$ cat src/rtl/rxo_pkg.sv
package rxo_pkg;

    typedef enum logic [1:0] {
        ST_IDLE  = 2'd0,
        ST_START = 2'd1,
        ST_DATA  = 2'd2,
        ST_STOP  = 2'd3
    } rx_state_e;

    // sample positions, zero based (slot index = slot number - 1)
    localparam int CONF_A = 2;
    localparam int CONF_B = 4;
    localparam int CONF_C = 6;
    localparam int VOTE_A = 7;
    localparam int VOTE_B = 8;
    localparam int VOTE_C = 9;

    function automatic logic maj3(input logic a, input logic b, input logic c);
        return (a & b) | (a & c) | (b & c);
    endfunction

endpackage

$ cat src/rtl/rxo_edge.sv
module rxo_edge #(
    parameter int HIST_LEN = 3
) (
    input  logic clk,
    input  logic rst_n,
    input  logic tick_i,
    input  logic rxd_i,
    input  logic preload_i,
    output logic edge_o
);

    typedef struct packed {
        logic [HIST_LEN-1:0] hist;
    } edge_state_t;

    edge_state_t st_d, st_q;

    always_comb begin
        st_d   = st_q;
        edge_o = tick_i && (&st_q.hist) && !rxd_i;
        if (tick_i) begin
            st_d.hist = {st_q.hist[HIST_LEN-2:0], rxd_i};
            if (preload_i) begin
                st_d.hist = '1;
            end
        end
    end

    always_ff @(posedge clk or negedge rst_n) begin
        if (!rst_n) begin
            st_q <= '0;
        end else begin
            st_q <= st_d;
        end
    end

endmodule

$ cat src/rtl/rxo_slot.sv
module rxo_slot #(
    parameter int SLOTS = 16,
    localparam int SW = $clog2(SLOTS)
) (
    input  logic          clk,
    input  logic          rst_n,
    input  logic          tick_i,
    input  logic          realign_i,
    output logic [SW-1:0] slot_o
);

    typedef struct packed {
        logic [SW-1:0] slot;
    } slot_state_t;

    slot_state_t st_d, st_q;

    always_comb begin
        st_d = st_q;
        if (realign_i || st_q.slot == SW'(SLOTS - 1)) begin
            slot_o = '0;
        end else begin
            slot_o = st_q.slot + SW'(1);
        end
        if (tick_i) begin
            st_d.slot = slot_o;
        end
    end

    always_ff @(posedge clk or negedge rst_n) begin
        if (!rst_n) begin
            st_q.slot <= SW'(SLOTS - 1);
        end else begin
            st_q <= st_d;
        end
    end


    realign_phase_chk: assert property (@(posedge clk) disable iff (!rst_n)
        (tick_i && realign_i) |=> (st_q.slot == '0));

endmodule

$ cat src/rtl/rxo_ctrl.sv
module rxo_ctrl
    import rxo_pkg::*;
#(
    parameter int LONG_W = 9,
    parameter int SLOTS  = 16,
    localparam int SW = $clog2(SLOTS),
    localparam int BW = $clog2(LONG_W)
) (
    input  logic              clk,
    input  logic              rst_n,
    input  logic              tick_i,
    input  logic              rxd_i,
    input  logic              edge_i,
    input  logic [SW-1:0]     slot_i,
    input  logic              wide_i,
    output logic              done_o,
    output logic [LONG_W-1:0] fr_data_o,
    output logic              fr_noise_o,
    output logic              fr_stop_o,
    output logic              preload_o
);

    typedef struct packed {
        rx_state_e         state;
        logic [BW-1:0]     bitcnt;
        logic [LONG_W-1:0] data;
        logic              noise;
        logic [1:0]        zeros;
        logic              va;
        logic              vb;
    } ctrl_state_t;

    ctrl_state_t st_d, st_q;

    logic          vote;
    logic          disagree;
    logic [1:0]    zsum;
    logic [BW-1:0] last_bit;
    logic          brk;
    int            slot_n;

    always_comb begin
        st_d       = st_q;
        done_o     = 1'b0;
        preload_o  = 1'b0;
        slot_n     = int'(slot_i);
        vote       = maj3(st_q.va, st_q.vb, rxd_i);
        disagree   = (st_q.va != vote) || (st_q.vb != vote) || (rxd_i != vote);
        zsum       = st_q.zeros + {1'b0, ~rxd_i};
        last_bit   = wide_i ? BW'(LONG_W - 1) : BW'(LONG_W - 2);
        fr_data_o  = st_q.data;
        fr_noise_o = st_q.noise | disagree;
        fr_stop_o  = vote;
        brk        = (st_q.data == '0) && !vote;

        if (tick_i) begin
            unique case (st_q.state)
                ST_IDLE, ST_START: begin
                    if (edge_i) begin
                        st_d.state  = ST_START;
                        st_d.zeros  = '0;
                        st_d.noise  = 1'b0;
                        st_d.data   = '0;
                        st_d.bitcnt = '0;
                    end else if (st_q.state == ST_START) begin
                        if (slot_n == CONF_A || slot_n == CONF_B) begin
                            if (!rxd_i) st_d.zeros = st_q.zeros + 2'd1;
                            else        st_d.noise = 1'b1;
                        end else if (slot_n == CONF_C) begin
                            if (zsum < 2'd2) begin
                                st_d.state = ST_IDLE;
                            end else if (rxd_i) begin
                                st_d.noise = 1'b1;
                            end
                        end else if (slot_n == VOTE_A || slot_n == VOTE_B) begin
                            if (rxd_i) st_d.noise = 1'b1;
                        end else if (slot_n == VOTE_C) begin
                            if (rxd_i) st_d.noise = 1'b1;
                            st_d.state  = ST_DATA;
                            st_d.bitcnt = '0;
                        end
                    end
                end
                ST_DATA: begin
                    if (slot_n == VOTE_A) begin
                        st_d.va = rxd_i;
                    end else if (slot_n == VOTE_B) begin
                        st_d.vb = rxd_i;
                    end else if (slot_n == VOTE_C) begin
                        st_d.data[st_q.bitcnt] = vote;
                        st_d.noise = st_q.noise | disagree;
                        if (st_q.bitcnt == last_bit) begin
                            st_d.state = ST_STOP;
                        end else begin
                            st_d.bitcnt = st_q.bitcnt + BW'(1);
                        end
                    end
                end
                ST_STOP: begin
                    if (slot_n == VOTE_A) begin
                        st_d.va = rxd_i;
                    end else if (slot_n == VOTE_B) begin
                        st_d.vb = rxd_i;
                    end else if (slot_n == VOTE_C) begin
                        done_o     = 1'b1;
                        preload_o  = !vote && !brk;
                        st_d.state = ST_IDLE;
                    end
                end
                default: st_d.state = ST_IDLE;
            endcase
        end
    end

    always_ff @(posedge clk or negedge rst_n) begin
        if (!rst_n) begin
            st_q <= '{state: ST_IDLE, default: '0};
        end else begin
            st_q <= st_d;
        end
    end


    bitcnt_range_chk: assert property (@(posedge clk) disable iff (!rst_n)
        (st_q.state == ST_DATA) |-> (st_q.bitcnt <= BW'(LONG_W - 1)));


    fresh_frame_noise_chk: assert property (@(posedge clk) disable iff (!rst_n)
        ($past(st_q.state) == ST_IDLE && st_q.state == ST_START) |-> !st_q.noise);

endmodule

$ cat src/rtl/rxo_flags.sv
module rxo_flags #(
    parameter int LONG_W = 9
) (
    input  logic              clk,
    input  logic              rst_n,
    input  logic              done_i,
    input  logic [LONG_W-1:0] fr_data_i,
    input  logic              fr_noise_i,
    input  logic              fr_stop_i,
    input  logic              status_rd_i,
    input  logic              data_rd_i,
    input  logic              flag_clr_i,
    output logic [LONG_W-1:0] data_o,
    output logic              ready_o,
    output logic              ovr_o,
    output logic              noise_o,
    output logic              ferr_o
);

    typedef struct packed {
        logic [LONG_W-1:0] data;
        logic              rdy;
        logic              ovr;
        logic              noise;
        logic              ferr;
        logic              armed;
    } flag_state_t;

    flag_state_t st_d, st_q;

    always_comb begin
        st_d = st_q;
        if (status_rd_i && st_q.rdy) begin
            st_d.armed = 1'b1;
        end
        if (data_rd_i && st_q.armed) begin
            st_d.rdy   = 1'b0;
            st_d.armed = 1'b0;
        end
        if (flag_clr_i) begin
            st_d.ovr   = 1'b0;
            st_d.noise = 1'b0;
            st_d.ferr  = 1'b0;
        end
        if (done_i && !st_q.ferr) begin
            if (!fr_stop_i) begin
                st_d.ferr = 1'b1;
            end else if (st_q.rdy) begin
                st_d.ovr = 1'b1;
            end else begin
                st_d.data = fr_data_i;
                st_d.rdy  = 1'b1;
                if (fr_noise_i) st_d.noise = 1'b1;
            end
        end
    end

    always_ff @(posedge clk or negedge rst_n) begin
        if (!rst_n) begin
            st_q <= '0;
        end else begin
            st_q <= st_d;
        end
    end

    assign data_o  = st_q.data;
    assign ready_o = st_q.rdy;
    assign ovr_o   = st_q.ovr;
    assign noise_o = st_q.noise;
    assign ferr_o  = st_q.ferr;


    overrun_needs_full_chk: assert property (@(posedge clk) disable iff (!rst_n)
        $rose(st_q.ovr) |-> $past(st_q.rdy));


    held_data_stable_chk: assert property (@(posedge clk) disable iff (!rst_n)
        (st_q.rdy && $past(st_q.rdy)) |-> $stable(st_q.data));


    no_store_on_ferr_chk: assert property (@(posedge clk) disable iff (!rst_n)
        $rose(st_q.rdy) |-> !$past(st_q.ferr));


    noise_with_transfer_chk: assert property (@(posedge clk) disable iff (!rst_n)
        $rose(st_q.noise) |-> $rose(st_q.rdy));

endmodule

$ cat src/rtl/osr_serial_rx.sv
module osr_serial_rx #(
    parameter int LONG_W   = 9,
    parameter int SLOTS    = 16,
    parameter int HIST_LEN = 3
) (
    input  logic              clk,
    input  logic              rst_n,
    input  logic              os_tick,
    input  logic              rxd,
    input  logic              wide_mode,
    input  logic              status_rd,
    input  logic              data_rd,
    input  logic              flag_clr,
    output logic [LONG_W-1:0] rx_data,
    output logic              data_ready,
    output logic              overrun,
    output logic              noise_err,
    output logic              frame_err
);

    localparam int SW = $clog2(SLOTS);

    logic              edge_w;
    logic              preload_w;
    logic [SW-1:0]     slot_w;
    logic              done_w;
    logic [LONG_W-1:0] fr_data_w;
    logic              fr_noise_w;
    logic              fr_stop_w;

    rxo_edge #(.HIST_LEN(HIST_LEN)) i_edge (
        .clk       (clk),
        .rst_n     (rst_n),
        .tick_i    (os_tick),
        .rxd_i     (rxd),
        .preload_i (preload_w),
        .edge_o    (edge_w)
    );

    rxo_slot #(.SLOTS(SLOTS)) i_slot (
        .clk       (clk),
        .rst_n     (rst_n),
        .tick_i    (os_tick),
        .realign_i (edge_w),
        .slot_o    (slot_w)
    );

    rxo_ctrl #(.LONG_W(LONG_W), .SLOTS(SLOTS)) i_ctrl (
        .clk        (clk),
        .rst_n      (rst_n),
        .tick_i     (os_tick),
        .rxd_i      (rxd),
        .edge_i     (edge_w),
        .slot_i     (slot_w),
        .wide_i     (wide_mode),
        .done_o     (done_w),
        .fr_data_o  (fr_data_w),
        .fr_noise_o (fr_noise_w),
        .fr_stop_o  (fr_stop_w),
        .preload_o  (preload_w)
    );

    rxo_flags #(.LONG_W(LONG_W)) i_flags (
        .clk         (clk),
        .rst_n       (rst_n),
        .done_i      (done_w),
        .fr_data_i   (fr_data_w),
        .fr_noise_i  (fr_noise_w),
        .fr_stop_i   (fr_stop_w),
        .status_rd_i (status_rd),
        .data_rd_i   (data_rd),
        .flag_clr_i  (flag_clr),
        .data_o      (rx_data),
        .ready_o     (data_ready),
        .ovr_o       (overrun),
        .noise_o     (noise_err),
        .ferr_o      (frame_err)
    );

endmodule

$ cat config.mk
export PLATFORM = sky130hd
export DESIGN_NAME = osr_serial_rx
export DESIGN_NICKNAME = d
export VERILOG_FILES = /design/src/rtl/rxo_pkg.sv /design/src/rtl/rxo_edge.sv /design/src/rtl/rxo_slot.sv /design/src/rtl/rxo_ctrl.sv /design/src/rtl/rxo_flags.sv /design/src/rtl/osr_serial_rx.sv
export SDC_FILE = /design/constraint.sdc
export NUM_CORES = 1
export LEC_CHECK = 0
export CAP_MARGIN = 20
export CORE_UTILIZATION = 52
export DETAILED_ROUTE_END_ITERATION = 6
export PLACE_DENSITY = 0.88
export REMOVE_ABC_BUFFERS = 1
export SYNTH_ARGS = -nofsm -noshare
export SYNTH_HDL_FRONTEND = slang
export SYNTH_HIERARCHICAL = 1
export SYNTH_SLANG_ARGS = --single-unit
$ cat constraint.sdc
create_clock -name clk -period 2.9 [get_ports clk]
set_clock_uncertainty 0.2 [all_clocks]
set_input_delay 0.435 -clock clk [delete_from_list [all_inputs] [get_ports clk]]
set_output_delay 0.435 -clock clk [all_outputs]
set_load 0.05 [all_outputs]
==> metrics.csv <==
stage,metric,value,unit
clocking,clk_latency,0.30,ns
drt,drc,4,
power_and_ir_drop,worst_ir_drop_vdd,0.000470,V
global_route,track_usage,0.218,
timing,finalCriticalPeriod,2.76,ns
floorplan,placementRows,24,
outcome,violations,DRC,
clocking,numCtsBuffers,5,
timing,fmax,362,MHz
drt,drt_iter0_markers,92,
global_route,first_global_vias,1858,
clocking,cts.path.max_buffers,2,
floorplan,die_h,71.1,µm
place,routabilityCongestion,0.894,
floorplan,top_level_ports,21,
place,hpwl,3.46,mm
worst_setup_path,critPathLaunch,i_slot/st_q[0],
global_route,globalRoute.totalOverflow,0,
synth,syn_avg_cell_area,9.82,µm²
drt,firstDrtPassIters,7,
drt,ant_nets,0,
synth,synth_edf_count,0,
clocking,cts_tree,done,
cells_and_area,drive_gt1_frac,0.243,
timing,relSlewSlack,0.404,
power_and_ir_drop,power.density,878,mW/mm²
timing,tightest_slew,0.894,ns
synth,async_reset_ff_frac,1.00,
clocking,htree_num_levels,2,
power_and_ir_drop,fin_total_pwr,2.53,mW
worst_setup_path,endpoint_kind,register,
timing,slew_viol_final,0,
place,io_buffer_count,20,
floorplan,die_w,71.1,µm
clocking,clkTransAtPathRegs,0.09,ns
timing,setup_viol,0,
timing,period_share,0.953,
worst_setup_path,r2r_start,i_slot/st_q[0],
run,drv_cap,0,
global_route,antenna_found_initial,0,
worst_setup_path,startpoint_type,register,
timing,setup_tns,0,ns
synth,synth_top_flop_cell,dfrtp_1,
worst_setup_path,rrSetupSlack,0.14,ns
cells_and_area,area_growth,16.1,%
drt,wl_per_cell,15.1,µm
drt,wirelength,4.95,mm
synth,ys_ff_latch,41,
worst_setup_path,path_class,register to register,
clocking,cts.sinks,41,
worst_setup_path,cp_data_required_time,2.89,ns
worst_setup_path,arrival,2.76,ns
cells_and_area,antenna_cells,0,
outcome,status,"finished, violations left",
drt,routed_via_density,5.80,
timing,hold_violations,0,
worst_setup_path,cp_max_fo,11,
synth,syn_inst,253,
worst_setup_path,worstReg2RegEnd,i_flags/data_o[1],
global_route,grt_pass1_wl,8.58,mm
worst_setup_path,ff2ff_path_depth,9,
power_and_ir_drop,p_leak,1.27,nW
floorplan,core,0.00447,mm²
synth,netlist_area,0.00248,mm²
synth,ys.warnings.count,6,
floorplan,die-area,0.00506,mm²
synth,yosysSeqAreaShare,0.415,
global_route,grt_max_degree,42,
drt,num_vias,1903,
min_path,hp-class,primary input to asynchronous set/reset pin,
cells_and_area,fin_nets,288,
clocking,root_buffer,clkbuf_8,
cells_and_area,final_util,0.645,
floorplan,initial_core_util,0.555,
synth,yosysUniqueCellTypes,62,
[Yosys cell counts, types with 3 or more instances]
| cell | count | area (µm²) |
|---|---|---|
| dfrtp_1 | 37 | 926 |
| nand2_1 | 25 | 93.8 |
| nor2_1 | 20 | 75.1 |
| buf_4 | 18 | 135 |
| o21ai_0 | 17 | 85.1 |
| a21oi_1 | 16 | 80.1 |
| inv_1 | 9 | 33.8 |
| mux2_2 | 8 | 90.1 |
| mux2_4 | 8 | 120 |
| nor2b_1 | 7 | 43.8 |
| ha_1 | 5 | 62.6 |
| nand3_1 | 5 | 25.0 |
| dfstp_2 | 4 | 105 |
| nand2b_1 | 4 | 25.0 |
| nor3_1 | 4 | 20.0 |
| o21ai_1 | 4 | 20.0 |
| buf_2 | 3 | 15.0 |
| clkbuf_1 | 3 | 11.3 |
| nand4_1 | 3 | 18.8 |
| xnor2_1 | 3 | 26.3 |
[metal layers]
metal | vias up | global-route usage | wire length [µm] | part of all wire
met5 | - | 0 | 0 | 0
met4 | 0 | 0.0822 | 48 | 0.0097
met3 | 5 | 0.0413 | 198 | 0.040
met2 | 47 | 0.358 | 2470 | 0.50
met1 | 914 | 0.286 | 2230 | 0.45
li1 | 937 | - | - | -
[per-stage QoR]
step / cell area (µm²) / hold slack, ns / std cells / setup slack [ns]
global route: 2880 / 0.129 / 328 / -0.0320
floorplan: 2310 / -0.0606 / 228 / -0.278
global placement: 2740 / 0.264 / 320 / -0.260
finish: 2880 / 0.0495 / 328 / 0.137
CTS: 2880 / 0.0777 / 328 / 0.0356
detailed placement: 2740 / 0.287 / 320 / -0.405
[worst max path at each step]
stage	to
2_1_floorplan	i_flags/data_o[1]
3_3_place_gp	i_ctrl/st_q[2]
3_5_place_dp	i_flags/data_o[1]
4_1_cts	i_flags/data_o[1]
5_1_grt	i_flags/data_o[1]
6_report	i_flags/data_o[1]
[sequential cells by signal (all words and copies together) (netlist names)]
name	flops
i_flags/ferr_o	1
i_ctrl/fr_data_o	9
i_flags/st_q	1
i_edge/st_q	3
i_ctrl/st_q	11
i_flags/data_o	9
i_flags/noise_o	1
i_flags/ready_o	1
i_flags/ovr_o	1
i_slot/st_q	4
[critical path, stage by stage (launching register included)]
cell	delay (ns)
dfstp_2	0.40
ha_1	0.21
a21o_1	0.15
a211o_2	0.34
o21ai_2	0.14
nand4bb_1	0.21
nor3_2	0.25
and4bb_1	0.27
buf_12	0.15
mux2_2	0.33
[cells by family after synthesis]
group,share of synthesized area
AO/OA/AOI/OAI,0.161
XOR/XNOR,0.0106
adder cells (fa/ha/maj),0.0292
buffers and inverters,0.0831
flip-flops,0.415
multiplexers,0.0927
AND/OR/NAND/NOR,0.208
[report_power, final]
group | internal (mW) | leakage [nW] | total (mW) | switching [mW]
combinational | 0.528 | 0.686 | 1.14 | 0.613
clock | 0.347 | 0.0687 | 0.562 | 0.216
sequential | 0.695 | 0.516 | 0.828 | 0.133
[cells in the final DEF, fill, tap and decap left out, types with 4 or more instances in the layout]
cell | Yosys | layout
nand2b_1 | 4 | 4
ha_1 | 5 | 5
buf_4 | 18 | 19
nor2b_1 | 7 | 7
o21ai_1 | 4 | 4
inv_1 | 9 | 9
nand3_1 | 5 | 5
mux2_2 | 8 | 8
a21oi_1 | 16 | 16
o21ai_0 | 17 | 16
dfstp_2 | 4 | 4
clkdlybuf4s50_1 | 0 | 19
clkbuf_8 | 0 | 5
mux2_4 | 8 | 8
dfrtp_1 | 37 | 37
nor2_1 | 20 | 19
nand2_1 | 25 | 25
[layout make-up]
type                    instances  area [µm²]
multi-input cells             178        1260
fillers                       377        1590
well taps                      52        65.1
inverters                       9        33.8
clock buffers                   5        68.8
flip-flops and latches         41        1030
repair buffers                 40         358
clock inverters                 3        68.8
[what timing repair did]
item,CTS,global route
setup endpoints to repair,14,16
resized for setup,2,2
setup buffers,0,0
hold buffers,0,0
Power figures use the tool's default switching activity.
